[src/rtl/pll_rate_calc.sv]
module pll_rate_calc #(
  parameter int REF_W  = 20,
  parameter int RATE_W = 32
) (
  input  logic                        clk_i,
  input  logic                        rst_ni,
  input  logic                        start_i,
  input  logic [3:0][31:0]            pll_cfg_i,
  input  logic [3:0][31:0]            ssc_cfg_i,
  input  logic [REF_W-1:0]            ref_khz_i,
  input  logic [31:0]                 div_cfg_i,
  output logic                        busy_o,
  output logic                        done_o,
  output logic                        err_o,
  output logic [RATE_W-1:0]           pll_rate_o,
  output logic [3:0][RATE_W-1:0]      lvl_rate_o
);
  localparam int W    = RATE_W;
  localparam int CW   = $clog2(W);
  localparam int LAT  = 6 * W;
  localparam int LW   = $clog2(LAT + 1) + 1;
  localparam logic [CW-1:0] LAST = CW'(W - 1);

  logic [31:0]      pll_q, ssc_q, div_q;
  logic [REF_W-1:0] ref_q;
  logic [2:0]       ph_q;
  logic [CW-1:0]    cnt_q;
  logic [W:0]       rem_q;
  logic [W-1:0]     quo_q, dvs_q, int_q, pll_hold_q;
  logic [2:0][W-1:0] lvl_hold_q;

  // operands taken straight from the inputs for the first division
  logic [31:0]  in_pw;
  logic [W-1:0] in_m, in_p, in_ref, in_dividend;
  assign in_pw       = pll_cfg_i[div_cfg_i[1:0]];
  assign in_m        = W'(in_pw[17:8]);
  assign in_p        = W'(in_pw[23:18]);
  assign in_ref      = W'(ref_khz_i);
  assign in_dividend = in_m * in_ref;

  // decoded fields of the latched operands
  logic [2:0]  sel;
  logic [5:0]  p_f;
  logic [7:0]  s_f;
  logic [15:0] k_f;
  logic [25:0] k_scaled;
  logic [W-1:0] k_frac, ref_w, frac_dividend;
  logic bad;
  assign sel           = div_q[2:0];
  assign p_f           = pll_q[23:18];
  assign s_f           = pll_q[7:0];
  assign k_f           = ssc_q[31:16];
  assign k_scaled      = 26'(k_f) * 26'd1000;
  assign k_frac        = W'(k_scaled[25:16]);
  assign ref_w         = W'(ref_q);
  assign frac_dividend = k_frac * ref_w;
  assign bad           = (p_f == 6'd0) || sel[2];

  // one restoring step
  logic [W:0]   rem_sh, rem_nx;
  logic         ge;
  logic [W-1:0] q_nx;
  assign rem_sh = {rem_q[W-1:0], quo_q[W-1]};
  assign ge     = rem_sh >= {1'b0, dvs_q};
  assign rem_nx = ge ? (rem_sh - {1'b0, dvs_q}) : rem_sh;
  assign q_nx   = {quo_q[W-2:0], ge};

  // PLL rate once both quotients are known (used in phase 1)
  logic [W-1:0] int_scaled, frac_term, pll_res;
  logic         use_frac;
  assign int_scaled = (int_q >> s_f) * W'(1000);
  assign frac_term  = q_nx >> s_f;
  assign use_frac   = (sel == 3'd2 || sel == 3'd3) && (k_f != 16'd0);
  assign pll_res    = bad ? '0 : int_scaled + (use_frac ? frac_term : '0);

  function automatic logic [W-1:0] ratio_of(input logic [31:0] d, input logic [1:0] i);
    ratio_of = W'(d[3 + 6*int'(i) +: 6]) + W'(1);
  endfunction

  logic [2:0] ph_m1, ph_m2;
  assign ph_m1 = ph_q - 3'd1;
  assign ph_m2 = ph_q - 3'd2;

  always_ff @(posedge clk_i or negedge rst_ni) begin
    if (!rst_ni) begin
      pll_q <= '0; ssc_q <= '0; div_q <= '0; ref_q <= '0;
      ph_q <= '0; cnt_q <= '0; rem_q <= '0; quo_q <= '0; dvs_q <= '0;
      int_q <= '0; pll_hold_q <= '0; lvl_hold_q <= '0;
      busy_o <= 1'b0; done_o <= 1'b0; err_o <= 1'b0;
      pll_rate_o <= '0; lvl_rate_o <= '0;
    end else begin
      done_o <= 1'b0;
      if (!busy_o) begin
        if (start_i) begin
          pll_q <= in_pw;
          ssc_q <= ssc_cfg_i[div_cfg_i[1:0]];
          div_q <= div_cfg_i;
          ref_q <= ref_khz_i;
          quo_q <= in_dividend;
          dvs_q <= in_p;
          rem_q <= '0;
          cnt_q <= '0;
          ph_q  <= '0;
          busy_o <= 1'b1;
        end
      end else if (cnt_q != LAST) begin
        rem_q <= rem_nx;
        quo_q <= q_nx;
        cnt_q <= cnt_q + 1'b1;
      end else begin
        rem_q <= '0;
        cnt_q <= '0;
        ph_q  <= ph_q + 3'd1;
        case (ph_q)
          3'd0: begin
            int_q <= q_nx;
            quo_q <= frac_dividend;
            dvs_q <= W'(p_f);
          end
          3'd1: begin
            pll_hold_q <= pll_res;
            quo_q <= pll_res;
            dvs_q <= ratio_of(div_q, 2'd0);
          end
          3'd5: begin
            pll_rate_o <= pll_hold_q;
            lvl_rate_o <= {q_nx, lvl_hold_q[2], lvl_hold_q[1], lvl_hold_q[0]};
            err_o  <= bad;
            done_o <= 1'b1;
            busy_o <= 1'b0;
          end
          default: begin
            lvl_hold_q[ph_m2[1:0]] <= q_nx;
            quo_q <= q_nx;
            dvs_q <= ratio_of(div_q, ph_m1[1:0]);
          end
        endcase
      end
    end
  end

  // cycle counter used only to check the completion window
  logic [LW-1:0] lat_q;
  always_ff @(posedge clk_i or negedge rst_ni) begin
    if (!rst_ni)               lat_q <= '0;
    else if (!busy_o && start_i) lat_q <= '0;
    else if (busy_o)           lat_q <= lat_q + 1'b1;
  end

  p_reset_idle_r1: assert property (@(posedge clk_i) !rst_ni |=> !busy_o && !done_o && !err_o);
  p_start_busy_r7: assert property (@(posedge clk_i) disable iff (!rst_ni)
    start_i && !busy_o |=> busy_o);
  p_done_window_r7: assert property (@(posedge clk_i) disable iff (!rst_ni)
    done_o |-> (lat_q == LW'(LAT)) && !busy_o);
  p_done_pulse_r7: assert property (@(posedge clk_i) disable iff (!rst_ni)
    done_o |=> !done_o);
  p_latched_r8: assert property (@(posedge clk_i) disable iff (!rst_ni)
    busy_o |=> $stable(div_q) && $stable(pll_q) && $stable(ref_q));
  p_err_zero_r6: assert property (@(posedge clk_i) disable iff (!rst_ni)
    done_o && err_o |-> pll_rate_o == '0 && lvl_rate_o == '0);
  p_cascade_r5: assert property (@(posedge clk_i) disable iff (!rst_ni)
    done_o |-> lvl_rate_o[0] <= pll_rate_o && lvl_rate_o[1] <= lvl_rate_o[0]
               && lvl_rate_o[2] <= lvl_rate_o[1] && lvl_rate_o[3] <= lvl_rate_o[2]);
  p_hold_r9: assert property (@(posedge clk_i) disable iff (!rst_ni)
    !done_o |-> $stable(pll_rate_o) && $stable(lvl_rate_o) && $stable(err_o));
endmodule

[config.mk]
export PLATFORM = sky130hd
export DESIGN_NAME = pll_rate_calc
export DESIGN_NICKNAME = d
export VERILOG_FILES = /design/src/rtl/pll_rate_calc.sv
export SDC_FILE = /design/constraint.sdc
export NUM_CORES = 2
export LEC_CHECK = 0
export ABC_AREA = 0
export BUFFER_PORTS_ARGS = -buffer_cell sky130_fd_sc_hd__buf_2
export CAP_MARGIN = 20
export CORE_MARGIN = 10
export CORE_UTILIZATION = 40
export DETAILED_ROUTE_END_ITERATION = 6
export HOLD_SLACK_MARGIN = 0.1
export PLACE_DENSITY_LB_ADDON = 0.25
export SKIP_CTS_REPAIR_TIMING = 1
export SLEW_MARGIN = 10
export SYNTH_ARGS = -nofsm -noshare
export SYNTH_HDL_FRONTEND = slang
export SYNTH_SLANG_ARGS = --single-unit
[constraint.sdc]
create_clock -name clk_i -period 25 [get_ports clk_i]
set_clock_uncertainty 0.2 [all_clocks]
set_input_delay 0 -clock clk_i [delete_from_list [all_inputs] [get_ports clk_i]]
set_output_delay 0 -clock clk_i [all_outputs]
set_load 0.05 [all_outputs]
Word level (Yosys, flattened, before mapping)
Index checks and enable logic that the tools add are counted.
{"block": "word_totals", "register_bits": 535, "latch_bits": 0, "ram_bits": 0, "romBits": 0, "inputBits": 311, "out_inout_bits": 163, "wordCells": 105, "memories": 0}
{"block": "op_classes", "addsub": 9, "n_mul": 5, "n_div": 0, "order_cmp": 4, "n_eq_ne": 8, "n_shift": 3, "muxes": 34, "bitwise_logic": 3, "reduce_logical": 17}
{"cell": "32-bit two-way mux", "n": 14}
{"cell": "32-bit case mux with 3 select lines", "n": 2}
{"cell": "32-bit binary-select mux with 2-bit select", "n": 2}
{"cell": "96-bit bitwise mux", "n": 1}
{"cell": "32-bit demux with 2-bit select", "n": 1}
{"cell": "32-bit by 8-bit >> shifter with 32-bit output", "n": 2}
{"cell": "10-bit by 20-bit multiplier with 30-bit output", "n": 2}
{"cell": "33-bit by 32-bit greater-or-equal comparator with 1-bit output", "n": 1}
{"cell": "32-bit adder", "n": 1}
{"cell": "32-bit by 7-bit multiplier with 29-bit output (second input constant)", "n": 1}
{"cell": "32-bit by 7-bit variable part select with 6-bit output", "n": 1}
{"cell": "32-bit subtractor", "n": 1}
{"cell": "24-bit two-way mux", "n": 1}
{"cell": "16-bit by 7-bit multiplier with 23-bit output (second input constant)", "n": 1}
{"cell": "16-bit nonzero test", "n": 1}
{"cell": "5-bit two-way mux", "n": 3}
{"cell": "3-bit AND reduction", "n": 5}
{"cell": "6-bit by 1-bit adder with 7-bit output (second input constant)", "n": 2}
{"cell": "3-bit two-way mux", "n": 3}
{"cell": "1-bit two-way mux", "n": 7}
{"cell": "2-bit by 5-bit adder with 6-bit output (first input constant)", "n": 1}
{"cell": "3-bit by 2-bit equality test with 1-bit output (second input constant)", "n": 2}
{"cell": "6-bit zero test", "n": 1}
{"cell": "2-bit by 3-bit < comparator with 1-bit output (second input constant)", "n": 2}
{"cell": "18 further kinds", "n": 25}

Logic depth before layout (Yosys ltp)
{"block": "logic_depth", "word_depth": 9, "depth_mapped": 41, "depth_no_buf": 39}

Worst setup path before layout
Ideal clock, no wire load.
{"block": "synth_path", "kind": "flip-flop to flip-flop", "startpoint": "register ssc_q[18]", "endpoint": "register quo_q[28]", "setup_time_ns": 0.129, "arrival_ns": 9.781, "t_required_ns": 24.671, "slack_ns": 14.889, "stages_incl_launch_ff": 38, "path_buffers": 1, "period_less_slack_ns": 10.111, "cell_sequence": "dfrtp_1 > inv_1 > fa_1 > fa_1 > fa_1 > fa_1 > inv_1 > ha_1 > a21oi_1 > nor2b_1 > o21ai_0 > nand2_1 > o311a_1 > o41ai_4 > o21ai_1 > o41ai_2 > xnor2_1 > clkbuf_1 > [... 2 more ...] > fa_1 > inv_1 > fa_1 > fa_1 > inv_1 > fa_1 > inv_1 > ha_1 > a21o_1 > a21oi_1 > nand2_1 > o221ai_1 > a211oi_1 > a221oi_1 > o21ai_1 > and4_1 > o31ai_1 > o21ai_1"}
{"block": "synth_between", "elab_chain_len": 8, "word_cells_on_any_way": 10, "cone_classes": "add/sub: 1; mul: 2; mux: 5; reduce/logical: 2"}
{"element": "start, declared", "line": "24", "text": "logic [31:0] pll_q, ssc_q, div_q;"}
{"element": "start signal, assigned", "line": "96", "text": "ssc_q <= ssc_cfg_i[div_cfg_i[1:0]];"}
{"element": "parallel branches: the longest is 5 deep, another holds 10-bit by 20-bit multiplier with 30-bit output"}
{"element": "32-bit case mux with 3 select lines (*)", "line": "114", "text": "case (ph_q)"}
{"element": "32-bit two-way mux (*)", "line": "106", "text": "end else if (cnt_q != LAST) begin"}
{"element": "32-bit two-way mux (*)", "line": "93", "text": "if (!busy_o) begin"}
{"element": "end signal, assigned", "line": "99", "text": "quo_q <= in_dividend;"}
{"element": "end signal, assigned", "line": "108", "text": "quo_q <= q_nx;"}
{"element": "end signal, assigned", "line": "117", "text": "quo_q <= frac_dividend;"}
{"element": "end, declared", "line": "29", "text": "logic [W-1:0] quo_q, dvs_q, int_q, pll_hold_q;"}
Mark *: on every way between the ends.
A chain may end at the register's enable or synchronous reset.

Worst setup path in the final report
{"block": "layout_path", "startpoint": "register ssc_q[20]", "endpoint": "register quo_q[28]"}
The elaborated chain is that of the path after synthesis.

==> metrics.txt <==
drt total wl=132000 microns; initial antenna violation count=5; WP data arrival=11.74 ns; Avg Inst Size Synth=9.17 sq um; Remaining Overflow, GRT=0; I/O Buffers=372; first-pass GRT wire length=206000 microns; antenna-violating nets left=0; cell taking the most area after synthesis=dfrtp_1; busiest layer in global routing=met2; Setup crit start=ssc_q[20]; WS Path Type=register to register; fill count=10500; hold path depth=5; met1 Usage GRT=0.284; Cell Rows=121; clk buf depth=3; met2 usage=0.330; Via density=5.27; sequential cell area=12000 sq um; compound-gate portion of the synthesized area=0.0942; Post-Syn Instances=4806; Place WS=13.69 ns; hold path start=ssc_cfg_i[80]; path depth of the worst reg2reg path=35; R2R Path Start=ssc_q[20]; Setup crit end kind=register; final hold vios=0; via count=35000; max-cap violations=0; largest family of logic cells by synthesized area=adder cells; Post-DP HPWL=100000 microns; # DRC=0; cell repeated most along the worst path=fa_1; mux cell area share after synthesis=0.0899; Worst Max-Slew Pin Slew=1.15 ns; Synth Warn #=0; vias in the first global route=35400; Total GRT Usage=0.207; reg-to-reg slack, setup=13.60 ns; synth cell count leaders=nand2_1 (1062), inv_1 (535), dfrtp_1 (478); Die H=352 microns; fmax=87.7 MHz; Synth Area in XOR/XNOR=0.0289; Synth Area in Adders=0.277; Die X-Extent=352 microns; Multi-input gate area=29000 sq um; Design Area, Final=50300 sq um; final core utilization=0.460; initial core utilization=0.404; Primary FF master, synth=dfrtp_1; crit path launch type=register; min-delay worst type=input port to register; post-synthesis cell area=44100 sq um; hold endpoint=ssc_q[16]; layout cell share with drive strength beyond 1=0.155; Clock Latency Late Sink=0.66 ns; Crit-path slowest cell=a311o_1; Final Wtd Congestion=0.915; Seq cells post-synth=478; Core Box Area=109000 sq um; top cell type's share of synthesized area=0.271; Area Growth Syn to Fin=14.0%; worst reg2reg endpoint=quo_q[28]; crit-path max FO=20; Worst slew margin=0.234; htree depth=2; dominant cell by count in the synthesized netlist=nand2_1; simple-gate share of the synthesized area=0.167; NumNets Final=6147; min Tclk post-route=11.40 ns; RSZ-0062 raised after global routing=false; top cells by area, synth=dfrtp_1 (27%), fa_1 (20%), nand2_1 (9.0%); setup TNS=0 ns; WL/cell=19.9 microns; Finish-stage setup viols=0; CTS sink cnt=478; Post-synth EDFFs=0; worst setup margin=13.60 ns; Synthesized Nets=5834; Worst-path clk slew=0.06 ns; register area share after synthesis=0.271; die area=124000 sq um; Worst EP required=25.34 ns; CTS Root Cell=clkbuf_16; Num CTS Buffers=53; initial detailed-routing violation count=2524; Final Cycle Share=0.456; Slew Viols, Final=0; Worst path max stage delay=0.75 ns; status=complete, no violations; met3 Usage GRT=0.0366; dpl cell area=47100 sq um; Top Ports=474; largest net degree at the start of global routing=103; TritonCTS clock tree=yes; Post-synth ARST share=1.00; first drt pass iteration count=6; Cell variety after synth=79
## layer usage
| layer | part of all wire | wire (microns) |
|---|---|---|
| met5 | 0 | 0 |
| met1 | 0.44 | 58300 |
| met4 | 0.034 | 4500 |
| met3 | 0.068 | 8980 |
| met2 | 0.46 | 60000 |
## how the worst max path moves through the flow
stage / to / slack (ns)
after floorplan: quo_q[28] / 14.89
after global placement: quo_q[28] / 13.75
after detailed placement: quo_q[28] / 13.69
after CTS: quo_q[28] / 13.66
after global routing: quo_q[28] / 12.87
final: quo_q[28] / 13.60
## cell type report
type                            instances  area share
Multi-Input combinational cell       3495       0.577
Sequential cell                       478       0.238
Timing Repair Buffer                  555      0.0722
Inverter                              536      0.0401
Tap cell                             1476      0.0367
Clock buffer                           80      0.0308
Clock inverter                         19     0.00451
Antenna cell                            4    0.000199
## state kept, by name (all words and copies together) (netlist names), 16 cells and up
| signal | count |
|---|---|
| lvl_rate_o | 128 |
| lvl_hold_q | 96 |
| int_q | 32 |
| pll_hold_q | 32 |
| pll_rate_o | 32 |
| quo_q | 32 |
| rem_q | 32 |
| div_q | 26 |
| ref_q | 20 |
| ssc_q | 16 |
## placed cells by master, fill, tap and decap left out, types with 12 or more instances in the layout
cell and count:
mux2_2 172, nand2_1 1062, nand2b_1 20, mux2i_1 27, dlygate4sd3_1 134, o21ai_0 209
inv_1 535, clkbuf_16 53, nor3_1 45, a21oi_1 165, xnor2_1 103, nor4_1 15
and3_1 14, nor2b_1 24, a21o_1 53, a31oi_1 20, o22ai_1 13, nor2_1 190
o31ai_1 15, a211oi_1 45, o211ai_1 20, and2_1 179, nand3_1 62, a22o_1 12
fa_1 430, xor2_1 37, mux4_2 78, ha_1 287, or2_2 15, buf_2 370
dfrtp_1 473, clkbuf_1 15, buf_4 47, o21a_1 19, or3_1 12, nand4_1 19
clkbuf_8 12
## metrics by stage
| step | instances | hold slack (ns) |
|---|---|---|
| final | 6643 | 0.0975 |
| after global routing | 6639 | 0.108 |
| after CTS | 6502 | -0.793 |
| after detailed placement | 6403 | -0.105 |
| after global placement | 6402 | -0.100 |
| after floorplan | 4806 | -0.496 |
## worst max-delay path: cells and delay by family, from the launching register on
family / cells / cell delay [ns]
AO/OA/AOI/OAI: 14 / 4.08
adder cells (fa/ha/maj): 11 / 5.22
buffers and inverters: 4 / 0.35
flip-flops: 1 / 0.42
AND/OR/NAND/NOR: 6 / 0.97
## kinds of logic (layout without fill, tap and decap cells)
kind of cell | after synthesis | count (layout)
and+or+nand+nor | 1689 | 1689
buffers and inverters | 833 | 1190
adders and majority gates | 717 | 717
AOI/OAI and AO/OA | 668 | 668
DFF | 478 | 478
muxes | 277 | 277
xor gates and xnor gates | 144 | 144
other | 0 | 4
Power is left out: the tool's default activity adds up to more than one toggle a clock period on the data nets, which glitch-free logic cannot reach.
